--- src/rtl/dac_clamp_pkg.sv ---
package dac_clamp_pkg;
  parameter int NUM_PAIR  = 2;
  parameter int NUM_AUX   = 4;
  parameter int NUM_SLEEP = 2;
  localparam int NUM_CH   = NUM_PAIR + NUM_AUX;
  localparam int CFG_W    = NUM_CH + 2;
  localparam int SNOOZE_BIT = NUM_CH;
  localparam int PADIS_BIT  = NUM_CH + 1;
  localparam int SEL_W    = $clog2(NUM_SLEEP + 1);
  localparam int SRC_W    = 2;

  localparam logic [SRC_W-1:0] SRC_NONE = 2'b00;
  localparam logic [SRC_W-1:0] SRC_REF  = 2'b01;
  localparam logic [SRC_W-1:0] SRC_NEG  = 2'b10;
  localparam logic [SRC_W-1:0] SRC_GND  = 2'b11;

  typedef struct packed {
    logic [NUM_CH-1:0] clampNext;
    logic              altRail;
    logic              paOff;
  } clampStrobe_t;
endpackage

--- src/rtl/dac_clamp_sync.sv ---
module dac_clamp_sync #(
  parameter int WIDTH  = 1,
  parameter int STAGES = 2
) (
  input  logic             clk,
  input  logic             rstN,
  input  logic [WIDTH-1:0] asyncIn,
  output logic [WIDTH-1:0] syncOut
);
  logic [WIDTH-1:0] stage [STAGES];

  always_ff @(posedge clk or negedge rstN) begin
    if (!rstN) begin
      for (int i = 0; i < STAGES; i++) stage[i] <= '0;
    end else begin
      stage[0] <= asyncIn;
      for (int i = 1; i < STAGES; i++) stage[i] <= stage[i-1];
    end
  end

  assign syncOut = stage[STAGES-1];
endmodule

--- src/rtl/dac_clamp_ctrl.sv ---
module dac_clamp_ctrl
  import dac_clamp_pkg::*;
(
  input  logic                 clk,
  input  logic                 rstN,
  input  logic                 regWr,
  input  logic [SEL_W-1:0]     regSel,
  input  logic [CFG_W-1:0]     regData,
  input  logic [NUM_SLEEP-1:0] sleepS,
  input  logic                 faultS,
  output clampStrobe_t         strobe,
  output logic [NUM_CH-1:0]    clampReg
);
  localparam logic [NUM_CH-1:0] PAIR_MASK = NUM_CH'((1 << NUM_PAIR) - 1);

  logic [NUM_CH-1:0]    sleepMask [NUM_SLEEP];
  logic [NUM_SLEEP-1:0] snoozeEn;
  logic [NUM_SLEEP-1:0] paDis;
  logic [NUM_CH-1:0]    forceMask;
  logic [NUM_CH-1:0]    snoozeSet;
  logic                 wrClamp;

  assign wrClamp = regWr && (regSel == '0);

  always_ff @(posedge clk or negedge rstN) begin
    if (!rstN) begin
      for (int p = 0; p < NUM_SLEEP; p++) sleepMask[p] <= '0;
      snoozeEn <= '0;
      paDis    <= '0;
    end else begin
      for (int p = 0; p < NUM_SLEEP; p++) begin
        if (regWr && (regSel == SEL_W'(p + 1))) begin
          sleepMask[p] <= regData[NUM_CH-1:0];
          snoozeEn[p]  <= regData[SNOOZE_BIT];
          paDis[p]     <= regData[PADIS_BIT];
        end
      end
    end
  end

  always_comb begin
    forceMask = '0;
    snoozeSet = '0;
    for (int p = 0; p < NUM_SLEEP; p++) begin
      if (sleepS[p]) begin
        forceMask = forceMask | sleepMask[p];
        if (snoozeEn[p]) snoozeSet = snoozeSet | sleepMask[p];
      end
    end
  end

  always_ff @(posedge clk or negedge rstN) begin
    if (!rstN) begin
      clampReg <= '0;
    end else begin
      for (int c = 0; c < NUM_CH; c++) begin
        if (snoozeSet[c])                  clampReg[c] <= 1'b1;
        else if (wrClamp && !forceMask[c]) clampReg[c] <= regData[c];
      end
    end
  end

  always_comb begin
    strobe.clampNext = clampReg | forceMask | (faultS ? PAIR_MASK : '0);
    strobe.altRail   = faultS;
    strobe.paOff     = |(sleepS & paDis);
  end

  // a forced channel's clamp bit does not follow a host write
  assert_forced_write_ignored_R3: assert property (@(posedge clk) disable iff (!rstN)
    wrClamp |=> (((clampReg ^ $past(clampReg)) & $past(forceMask & ~snoozeSet)) == '0));

  // snooze forcing leaves the clamp bit set
  assert_snooze_sets_bit_R5: assert property (@(posedge clk) disable iff (!rstN)
    (|snoozeSet) |=> ((clampReg & $past(snoozeSet)) == $past(snoozeSet)));
endmodule

--- src/rtl/dac_clamp_dp.sv ---
module dac_clamp_dp
  import dac_clamp_pkg::*;
(
  input  logic                     clk,
  input  logic                     rstN,
  input  clampStrobe_t             strobe,
  output logic [NUM_CH-1:0]        clampActive,
  output logic [NUM_CH*SRC_W-1:0]  clampSrc,
  output logic                     paEnable,
  output logic [NUM_CH-1:0]        reloadPulse
);
  logic [NUM_CH*SRC_W-1:0] srcNext;

  for (genvar c = 0; c < NUM_CH; c++) begin : gChan
    if (c < NUM_PAIR) begin : gPair
      assign srcNext[c*SRC_W +: SRC_W] = !strobe.clampNext[c] ? SRC_NONE :
                                         (strobe.altRail ? SRC_NEG : SRC_REF);
    end else begin : gAux
      assign srcNext[c*SRC_W +: SRC_W] = strobe.clampNext[c] ? SRC_GND : SRC_NONE;

      // auxiliary channels only ever report ground
      assert_aux_ground_R7: assert property (@(posedge clk) disable iff (!rstN)
        clampActive[c] |-> (clampSrc[c*SRC_W +: SRC_W] == SRC_GND));
    end

    // a source code is reported exactly when the channel is clamped
    assert_src_matches_state_R7: assert property (@(posedge clk) disable iff (!rstN)
      (clampSrc[c*SRC_W +: SRC_W] != SRC_NONE) == clampActive[c]);
  end

  always_ff @(posedge clk or negedge rstN) begin
    if (!rstN) begin
      clampActive <= '0;
      clampSrc    <= '0;
      paEnable    <= 1'b1;
      reloadPulse <= '0;
    end else begin
      clampActive <= strobe.clampNext;
      clampSrc    <= srcNext;
      paEnable    <= !strobe.paOff;
      reloadPulse <= clampActive & ~strobe.clampNext;
    end
  end

  // reload only on a release edge
  assert_reload_on_release_R8: assert property (@(posedge clk) disable iff (!rstN)
    (|reloadPulse) |-> (((reloadPulse & clampActive) == '0) &&
                        ((reloadPulse & ~$past(clampActive)) == '0)));

  // the fault puts both pairs on the negative rail
  assert_fault_neg_rail_R6: assert property (@(posedge clk) disable iff (!rstN)
    strobe.altRail |=> ((clampActive[NUM_PAIR-1:0] == '1) &&
                        (clampSrc[SRC_W-1:0] == SRC_NEG)));

  // PA-disable request drops the enable
  assert_pa_off_R9: assert property (@(posedge clk) disable iff (!rstN)
    strobe.paOff |=> !paEnable);
endmodule

--- src/rtl/dac_clamp_sleep.sv ---
module dac_clamp_sleep
  import dac_clamp_pkg::*;
#(
  parameter int SYNC_STAGES = 2
) (
  input  logic                    clk,
  input  logic                    rstN,
  input  logic                    regWr,
  input  logic [SEL_W-1:0]        regSel,
  input  logic [CFG_W-1:0]        regData,
  input  logic [NUM_SLEEP-1:0]    sleepPin,
  input  logic                    supplyFault,
  output logic [NUM_CH-1:0]       clampActive,
  output logic [NUM_CH*SRC_W-1:0] clampSrc,
  output logic                    paEnable,
  output logic [NUM_CH-1:0]       reloadPulse,
  output logic [NUM_CH-1:0]       clampReg
);
  logic [NUM_SLEEP:0] syncIn;
  logic [NUM_SLEEP:0] syncOut;
  clampStrobe_t       strobe;

  assign syncIn = {supplyFault, sleepPin};

  dac_clamp_sync #(.WIDTH(NUM_SLEEP + 1), .STAGES(SYNC_STAGES)) i_sync (
    .clk(clk), .rstN(rstN), .asyncIn(syncIn), .syncOut(syncOut)
  );

  dac_clamp_ctrl i_ctrl (
    .clk(clk), .rstN(rstN), .regWr(regWr), .regSel(regSel), .regData(regData),
    .sleepS(syncOut[NUM_SLEEP-1:0]), .faultS(syncOut[NUM_SLEEP]),
    .strobe(strobe), .clampReg(clampReg)
  );

  dac_clamp_dp i_dp (
    .clk(clk), .rstN(rstN), .strobe(strobe), .clampActive(clampActive),
    .clampSrc(clampSrc), .paEnable(paEnable), .reloadPulse(reloadPulse)
  );
endmodule

--- config.mk ---
export PLATFORM = sky130hd
export DESIGN_NAME = dac_clamp_sleep
export DESIGN_NICKNAME = d
export VERILOG_FILES = /design/src/rtl/dac_clamp_pkg.sv /design/src/rtl/dac_clamp_sync.sv /design/src/rtl/dac_clamp_ctrl.sv /design/src/rtl/dac_clamp_dp.sv /design/src/rtl/dac_clamp_sleep.sv
export SDC_FILE = /design/constraint.sdc
export NUM_CORES = 1
export LEC_CHECK = 0
export ABC_AREA = 1
export BUFFER_PORTS_ARGS = -buffer_cell sky130_fd_sc_hd__buf_4
export CORE_MARGIN = 2
export CORE_UTILIZATION = 43
export CTS_CLUSTER_SIZE = 16
export DETAILED_ROUTE_END_ITERATION = 16
export GPL_TIMING_DRIVEN = 0
export HOLD_SLACK_MARGIN = 0.08
export PLACE_DENSITY_LB_ADDON = 0.3
export SYNTH_ARGS = -nofsm -noshare
export SYNTH_HDL_FRONTEND = slang
export SYNTH_SLANG_ARGS = --single-unit
--- constraint.sdc ---
create_clock -name clk -period 0.91 [get_ports clk]
set_input_delay 0.1365 -clock clk [delete_from_list [all_inputs] [get_ports clk]]
set_output_delay 0.1365 -clock clk [all_outputs]
set_load 0.05 [all_outputs]
=== Yosys cells after proc, flatten, opt, wreduce, memory -nomap -nowiden ===
Index checks and enable logic that the tools add are counted.

* Bits in registers: 53
* Output and inout bits: 31

* Equality and inequality tests: 2
* Multiplexer cells: 26
* Bitwise logic cells: 7
* Reductions and logical operators: 24

{| class="wikitable"
|+ Operators by type and width
! kind !! count
|-
| $mux 6 || 6
|-
| $or 6x6->6 || 4
|-
| $mux 2 || 8
|-
| $mux 1 || 12
|-
| $reduce_bool 2->1 || 6
|-
| $logic_and 1x1->1 || 9
|-
| $logic_not 1->1 || 7
|-
| $and 6x6->6 || 1
|-
| $not 6->6 || 1
|-
| $and 2x2->2 || 1
|-
| $eq 2x1->1 const B || 1
|-
| $eq 2x2->1 const B || 1
|-
| $logic_not 2->1 || 1
|-
| $reduce_or 2->1 || 1
|}

=== Logic depth before layout (Yosys ltp) ===
* Depth in word-level cells: 7
* Mapped depth: 6
* Mapped depth without buffers: 5

=== Hierarchy ===
From an unflattened synthesis, not the netlist that was laid out.

* Cell total of the unflattened synthesis: 205
* Area total of the unflattened synthesis: 1905.6 um^2

{| class="wikitable"
|+ By module, submodules not included
! module !! times used !! cells each !! area an instance (um^2)
|-
| dac_clamp_ctrl || 1 || 150 || 1167.4
|-
| dac_clamp_dp || 1 || 46 || 565.5
|-
| dac_clamp_sync || 1 || 9 || 172.7
|}

=== Least setup slack after synthesis ===
Ideal clock, no wire load.

* Path type: register -> register
* Start: register i_ctrl.clampReg[2]
* End: register i_dp.reloadPulse[2]
* Data arrival time: 0.988 ns
* Data required time: 0.838 ns
* Path slack: -0.150 ns
* Cell stages (with the launch flop): 3
* Period minus slack after synthesis: 1.060 ns
* Path through: dfrtp_1 or2_2 nor2_1

{| class="wikitable"
|+ RTL lines
! item !! line !! source
|-
| from (decl) || dac_clamp_ctrl.sv:12 || <nowiki>output logic [NUM_CH-1:0] clampReg</nowiki>
|-
| from (signal, indexed assignment) || dac_clamp_ctrl.sv:58 || <nowiki>else if (wrClamp && !forceMask[c]) clampReg[c] <= regData[c];</nowiki>
|-
| to (signal assigned) || dac_clamp_dp.sv:41 || <nowiki>reloadPulse <= clampActive & ~strobe.clampNext;</nowiki>
|-
| to (decl) || dac_clamp_dp.sv:10 || <nowiki>output logic [NUM_CH-1:0] reloadPulse</nowiki>
|}

=== Final worst setup path ===
* Start: register i_dp.clampSrc[10]
* End: output port clampSrc[10]

{| class="wikitable"
|+ RTL lines
! item !! line !! source
|-
| from (decl) || dac_clamp_dp.sv:8 || <nowiki>output logic [NUM_CH*SRC_W-1:0] clampSrc,</nowiki>
|-
| from (signal assigned) || dac_clamp_dp.sv:39 || <nowiki>clampSrc <= srcNext;</nowiki>
|-
| to (decl) || dac_clamp_sleep.sv:14 || <nowiki>output logic [NUM_CH*SRC_W-1:0] clampSrc,</nowiki>
|}

No word-level cell between the ends.

==> results.toml <==
[finish]
insertedDiodeCount = 0
layout-drive-gt1-share = 0.516
nets = 288
final_common_cell = "buf_6"
syn_to_final_growth_pct = 56.0
final_core_util = 0.690
n_fill_cell = 327
layout_common_cells = "buf_6 (38), dfrtp_1 (32), nand2_1 (31), inv_1 (27), buf_4 (22)"

[setup_path]
cp-start-kind = "register"
crit_type = "register to primary output"
cp-end-kind = "primary output"
cp.arrival_ps = 990
reg2reg_to = "i_dp.reloadPulse[3]"
r2r-start = "i_sync.syncOut[1]"
reg2reg_depth = 5
worstPathRequired_ps = 770
cp_max_fo = 4
ff2ff_setup_slack_ps = -210

[synthesis]
ys.warnings.count = 0
seq_area_frac_synth = 0.590
ys_ff_latch = 45
synthCells = 199
synth_area_mm2 = 0.00191
avgSynthCellArea_um2 = 9.61
syn-num-nets = 215
ys_types = 20

[power]
share_comb_of_total_power = 0.459
clkPwrFrac = 0.162
cellPowerDensity_mw_per_mm2 = 2430
seq_power_share = 0.378
power.internal_mw = 4.36
finalPower_mw = 7.24
swShare = 0.399
p_leak_nw = 1.49
power.switching_mw = 2.89
ir_drop_mv = 1.29

[detailed_routing]
drcViolationCount = 0
vias = 1599
post_drt_wl_per_cell_um = 12.8
ant_nets = 0
drtIter0Drc = 84
wl_um = 4170
firstDrtPassIters = 4
vias_per_cell = 4.92

[global_routing]
overflow = 0
first_global_vias = 1499
grt_pass1_wl_um = 6670
grt_max_degree = 46
antenna_found_initial = 0
grt_usage = 0.169

[floorplan]
fp.dieW_um = 70.7
rows = 24
die_h_um = 70.7
ios = 47
start_util = 0.442
core_area_mm2 = 0.00432
dieArea_mm2 = 0.00500

[clock_tree]
clk_pin_slew_ps = 80
clk_latency_ps = 290
cts_tree = "yes"
cts.sinks = 45
cts_root_buf = "clkbuf_8"
numCtsBuffers = 5
clk_path_buf_depth = 2
cts.htree.levels = 2

[timing]
max_freq_mhz = 885
hold_ws_ps = 91.6
fin_crit_ps = 1130
rsz0062_at_grt = "yes"
final_hold_viol_count = 0
worst_slew_pin_slew_ps = 405
fin_worst_skew_ps = 2.83
setup_tns_ps = -6150
post-route-period-util = 1.24
setup_viol = 52
setup_slack_ps = -221
slew_viol_final = 0
slew_headroom = 0.730

[worst_hold_path]
hp-start = "regData[3]"
hold_class = "primary input to register"
hold-path-endpoint = "i_ctrl.clampReg[3]"
hold_depth = 3

[status]
outcome = "complete, but fails checks"
violations = "setup timing"

[place]
io_buffers = 46
pre_cts_slack_ps = -194
place_hpwl_um = 2420
gp_congestion = 0.751

[flow_run]
maxCapViolCount = 0
[cells by family (layout without fill, tap and decap cells)]
| kind of cell | Yosys count | count (layout) | synth area share |
|---|---|---|---|
| DFF | 45 | 45 | 0.590 |
| and+or+nand+nor | 87 | 87 | 0.209 |
| AOI/OAI and AO/OA | 25 | 25 | 0.0831 |
| buffers and inverters | 42 | 116 | 0.118 |
[area by class of cell]
cell class,count,area (um2),area share
sequential,45,1140,0.383
multi-input combinational,112,743,0.249
timing repair buffer,66,697,0.234
buffer,15,154,0.0516
inverter,27,101,0.0340
clock buffer,8,80.1,0.0268
tap,52,65.1,0.0218
[worst max path at each step]
stage                          end              start  depth (start not counted)  slack, ps
5_1_grt        i_dp.reloadPulse[3]  i_sync.syncOut[0]                          5       -260
2_1_floorplan  i_dp.reloadPulse[3]  i_sync.syncOut[1]                          5        -80
3_5_place_dp    i_ctrl.clampReg[1]  i_sync.syncOut[0]                          5       -190
3_3_place_gp    i_ctrl.clampReg[0]  i_sync.syncOut[0]                          5       -150
6_report              clampSrc[10]  i_dp.clampSrc[10]                          2       -220
4_1_cts                clampSrc[9]   i_dp.clampSrc[9]                          2       -220
[state kept, by name, summed over array words and instances (netlist names)]
signal and count:
i_ctrl.clampReg 6, i_ctrl.paDis 2, i_ctrl.sleepMask 12, i_ctrl.snoozeEn 2, i_dp.clampActive 2, i_dp.clampSrc 8
i_dp.paEnable 1, i_dp.reloadPulse 6, i_sync.stage 3, i_sync.syncOut 3
[metrics by stage]
stage / area, um2 / std cells
finish: 2980 / 325
global route: 2980 / 325
CTS: 2820 / 324
detailed placement: 2340 / 297
global placement: 2340 / 297
floorplan: 1930 / 199
[cells in the mapped netlist, drive strengths merged]
library cell  instances  share of area
a22o                  1         0.0046
buf                  13          0.061
clkbuf                2         0.0039
dfrtp                44           0.58
dfstp                 1          0.014
inv                  27          0.053
nand2                48           0.10
nand3                19          0.056
nand4                 2         0.0065
nor2                 14          0.029
o21ai                24          0.079
or2                   4          0.014
[timing repair]
action / CTS / global route
gates resized for setup: 67 / 37
hold buffers: 8 / 0
setup endpoints to repair: 52 / 53
pin swaps: 12 / 15
endpoints found under the hold margin: 51 / 0
gates cloned: 2 / 0
buffers inserted: 9 / 2
[power by group through the flow]
stage | logic (mW) | registers, mW | clock network [mW]
floorplan | 1.01 | 3.49 | 0
global placement | 2.55 | 2.69 | 0
detailed placement | 2.58 | 2.69 | 0
CTS | 3.14 | 2.71 | 1.20
global route | 3.51 | 2.79 | 1.27
finish | 3.33 | 2.74 | 1.18
[critical path, cell delays in order (launching register included)]
cell,delay [ps]
dfrtp_2,440
buf_6,130
buf_8,140
[routing by layer]
layer | part of all wire | global-route usage | vias up
met5 | 0 | 0 | -
met4 | 0.0060 | 0.0440 | 0
met3 | 0.054 | 0.0484 | 4
met2 | 0.53 | 0.287 | 46
met1 | 0.41 | 0.212 | 789
li1 | - | - | 760
No activity file was read; power rests on OpenSTA's default activity.
